### config.mk
export PLATFORM = sky130hd
export DESIGN_NAME = plru_way_select
export DESIGN_NICKNAME = d
export VERILOG_FILES = /design/src/rtl/plru_way_select.sv
export SDC_FILE = /design/constraint.sdc
export NUM_CORES = 1
export LEC_CHECK = 0
export BUFFER_PORTS_ARGS = -buffer_cell sky130_fd_sc_hd__buf_2
export CAP_MARGIN = 20
export CORE_AREA = 2 2 39 41
export DETAILED_ROUTE_END_ITERATION = 10
export DIE_AREA = 0 0 41 43
export MAX_ROUTING_LAYER = met4
export PLACE_DENSITY_LB_ADDON = 0.3
export SLEW_MARGIN = 20
export SYNTH_ARGS = -nofsm -noshare
export SYNTH_HDL_FRONTEND = slang
export SYNTH_SLANG_ARGS = --single-unit
### constraint.sdc
create_clock -name clk -period 1.4 [get_ports clk]
set_input_delay 0.21 -clock clk [delete_from_list [all_inputs] [get_ports clk]]
set_output_delay 0.21 -clock clk [all_outputs]
set_load 0.01 [all_outputs]
### src/rtl/plru_way_select.sv
module plru_way_select (
  input  logic       clk,
  input  logic       rst,
  input  logic       ref_en,
  input  logic [1:0] ref_way,
  input  logic       fill_en,
  input  logic [3:0] way_valid,
  output logic [1:0] victim
);

  logic [2:0] tree;
  logic [1:0] tree_pick;
  logic [1:0] free_pick;
  logic [1:0] touch_way;
  logic       touch;
  logic       all_valid;

  assign all_valid = &way_valid;
  assign tree_pick = tree[0] ? {1'b1, tree[2]} : {1'b0, tree[1]};

  always_comb begin
    casez (way_valid)
      4'b???0: free_pick = 2'd0;
      4'b??01: free_pick = 2'd1;
      4'b?011: free_pick = 2'd2;
      4'b0111: free_pick = 2'd3;
      default: free_pick = 2'd0;
    endcase
  end

  assign victim    = all_valid ? tree_pick : free_pick;
  assign touch     = ref_en | fill_en;
  assign touch_way = ref_en ? ref_way : victim;

  always_ff @(posedge clk) begin
    if (rst) begin
      tree <= 3'b000;
    end else if (touch) begin
      tree[0] <= ~touch_way[1];
      if (touch_way[1]) tree[2] <= ~touch_way[0];
      else              tree[1] <= ~touch_way[0];
    end
  end

endmodule


==> results_dict.tcl <==
set metrics [dict create \
    regMostFlops "tree" \
    placed_area_sq_um 289 \
    die_h_um 43 \
    clockRootBuffer "clkbuf_4" \
    cap_violations 0 \
    clockBufferDepth 2 \
    overflow 0 \
    clock-sinks 3 \
    diodes 0 \
    grt_max_degree 9 \
    slew_headroom_pct 84.0 \
    yosysUniqueCellTypes 17 \
    max_freq_mhz 761 \
    status "complete, no violations" \
    rsz0062_at_grt "true" \
    coreArea_sq_mm 0.00138 \
    area_delta_synth_final_pct 53.8 \
    finClkSkew_ps 0.184 \
    period_needed_ps 1310 \
    yosys_warnings 0 \
    final_area_sq_um 329 \
    ant_nets 0 \
    layout_common_cells "buf_2, nand2_1, or2b_1, clkbuf_4" \
    place.gp.congestion 0.694 \
    grt_pass1_wl_um 793 \
    largest_register_ffs 3 \
    worstPathMaxFanout 3 \
    reg.largest.list "tree (3)" \
    place_inst 53 \
    hold_violations 0 \
    hold_slack_ps 175 \
    p_leak_nw 0.149 \
    hp-class "in -> reg" \
    htree_levels 1 \
    crit_required_ps 1190 \
    num-nets-final 52 \
    synth_fp_nets 36 \
    wirelength_um 510 \
    drt-initial-drc-count 1 \
    arrival_ps 1100 \
    p_total_mw 0.312 \
    start_kind "flip-flop" \
    die-area_sq_mm 0.00176 \
    layout-drive-gt1-share_pct 41.5 \
    tightest_slew_ps 238 \
    synth-seq-cells 3 \
    timing.final.crit_share_pct 93.8 \
    worst_ir_drop_vdd_uv 298 \
    clkLatencyLatePin_ps 230 \
    start_util_pct 15.5 \
    io_buffers 11 \
    fill_cells 165 \
    postCtsHoldBufs 0 \
    die-width_um 41 \
    drt_pass1_iterations 4 \
    cp-end-kind "output pin" \
    antenna_found_initial 0 \
    synth_top_area_share_pct 28.1 \
    rows 14 \
    grt_usage_pct 7.29 \
    setup_violations 0 \
    final_common_cell "buf_2" \
    power.density_mw_per_mm2 950 \
    final_cells 57 \
    num_vias 230 \
    viasPerCell 4.04 \
    path_clk_slew_ps 40 \
    grt_pass1_vias 214 \
    maxSlewViolCount 0 \
    routedWlPerCell_um 8.95 \
    synth_area_sq_um 214 \
    drc 0 \
    io_pins 12 \
    synth_top_area_cell "dfxtp_1" \
    cts_made_buffers 3 \
    tritoncts "yes" \
    syn-instance-count 26 \
    avgSynthCellArea_sq_um 8.23 \
    synth.area.top_cells "dfxtp_1, mux2i_1, or2b_1" \
    critical_path_class "reg -> out" \
    yosysSeqAreaShare_pct 28.1 \
]
[layout make-up]
cell class	count	area, sq um	area share (%)
multi-input cells	22	160	48.7
well taps	16	20.0	6.08
clock buffers	4	26.3	7.98
inverters	1	3.75	1.14
repair buffers	11	55.1	16.7
flip-flops and latches	3	63.8	19.4
[cells in the mapped netlist]
| cell | number |
|---|---|
| a21oi_1 | 1 |
| nand2b_1 | 1 |
| nand2_1 | 4 |
| a211oi_1 | 1 |
| nor2b_1 | 1 |
| a211o_1 | 1 |
| dfxtp_1 | 3 |
| mux2i_1 | 3 |
| a21boi_0 | 1 |
| or2b_1 | 3 |
| a22oi_1 | 1 |
| a2111o_1 | 1 |
| nor3b_1 | 1 |
| a31oi_1 | 1 |
| nor2_1 | 1 |
| o21ai_0 | 1 |
| inv_1 | 1 |
[worst paths after layout]
check	slack, ps	end	startpoint	cells past startpoint
min	180	tree[0]	rst	2
max	90	victim[0]	tree[0]	5
min reg2reg	490	tree[2]	tree[2]	2
max reg2reg	220	tree[1]	tree[0]	4
[stage by stage]
| step | setup WS (ps) | setup TNS (ps) | util (%) |
|---|---|---|---|
| after global placement | 197 | 0 | 20.9 |
| final | 86.7 | 0 | 23.8 |
| after floorplan | 263 | 0 | - |
| after detailed placement | 165 | 0 | 20.9 |
| after CTS | 32.1 | 0 | 22.9 |
| after global routing | -10.3 | -10.3 | 23.8 |
[worst max-delay path, stage by stage, from the launching register on]
cell	delay, ps
dfxtp_4	350
mux2i_2	220
nand2_1	70
nand2_1	60
a21boi_1	50
buf_2	130
[cells by family after synthesis]
kind of cell | after synthesis | share of synthesized area, %
AND/OR/NAND/NOR | 11 | 28.7
flip-flops | 3 | 28.1
buffers and inverters | 1 | 1.75
AO/OA/AOI/OAI | 8 | 27.5
multiplexers | 3 | 14.0
[per-layer routing]
metal / global-route usage [%] / vias to the layer above / share of wire, %
li1: - / 125 / -
met1: 7.67 / 102 / 38
met2: 10.0 / 3 / 58
met3: 1.57 / 0 / 3.5
met4: 8.00 / 0 / 0
met5: - / - / 0
[power by group]
part | switching, mW | internal, mW
combinational | 0.0294 | 0.0332
clock | 0.0447 | 0.107
sequential | 0.00560 | 0.0928
total | 0.0797 | 0.233
[repair_timing]
| action | in CTS | in global routing |
|---|---|---|
| gates resized for setup | 1 | 4 |
| pin swaps | 0 | 3 |
| setup buffers | 0 | 0 |
| endpoints found under the setup margin | 1 | 1 |
Power figures use the tool's default switching activity.
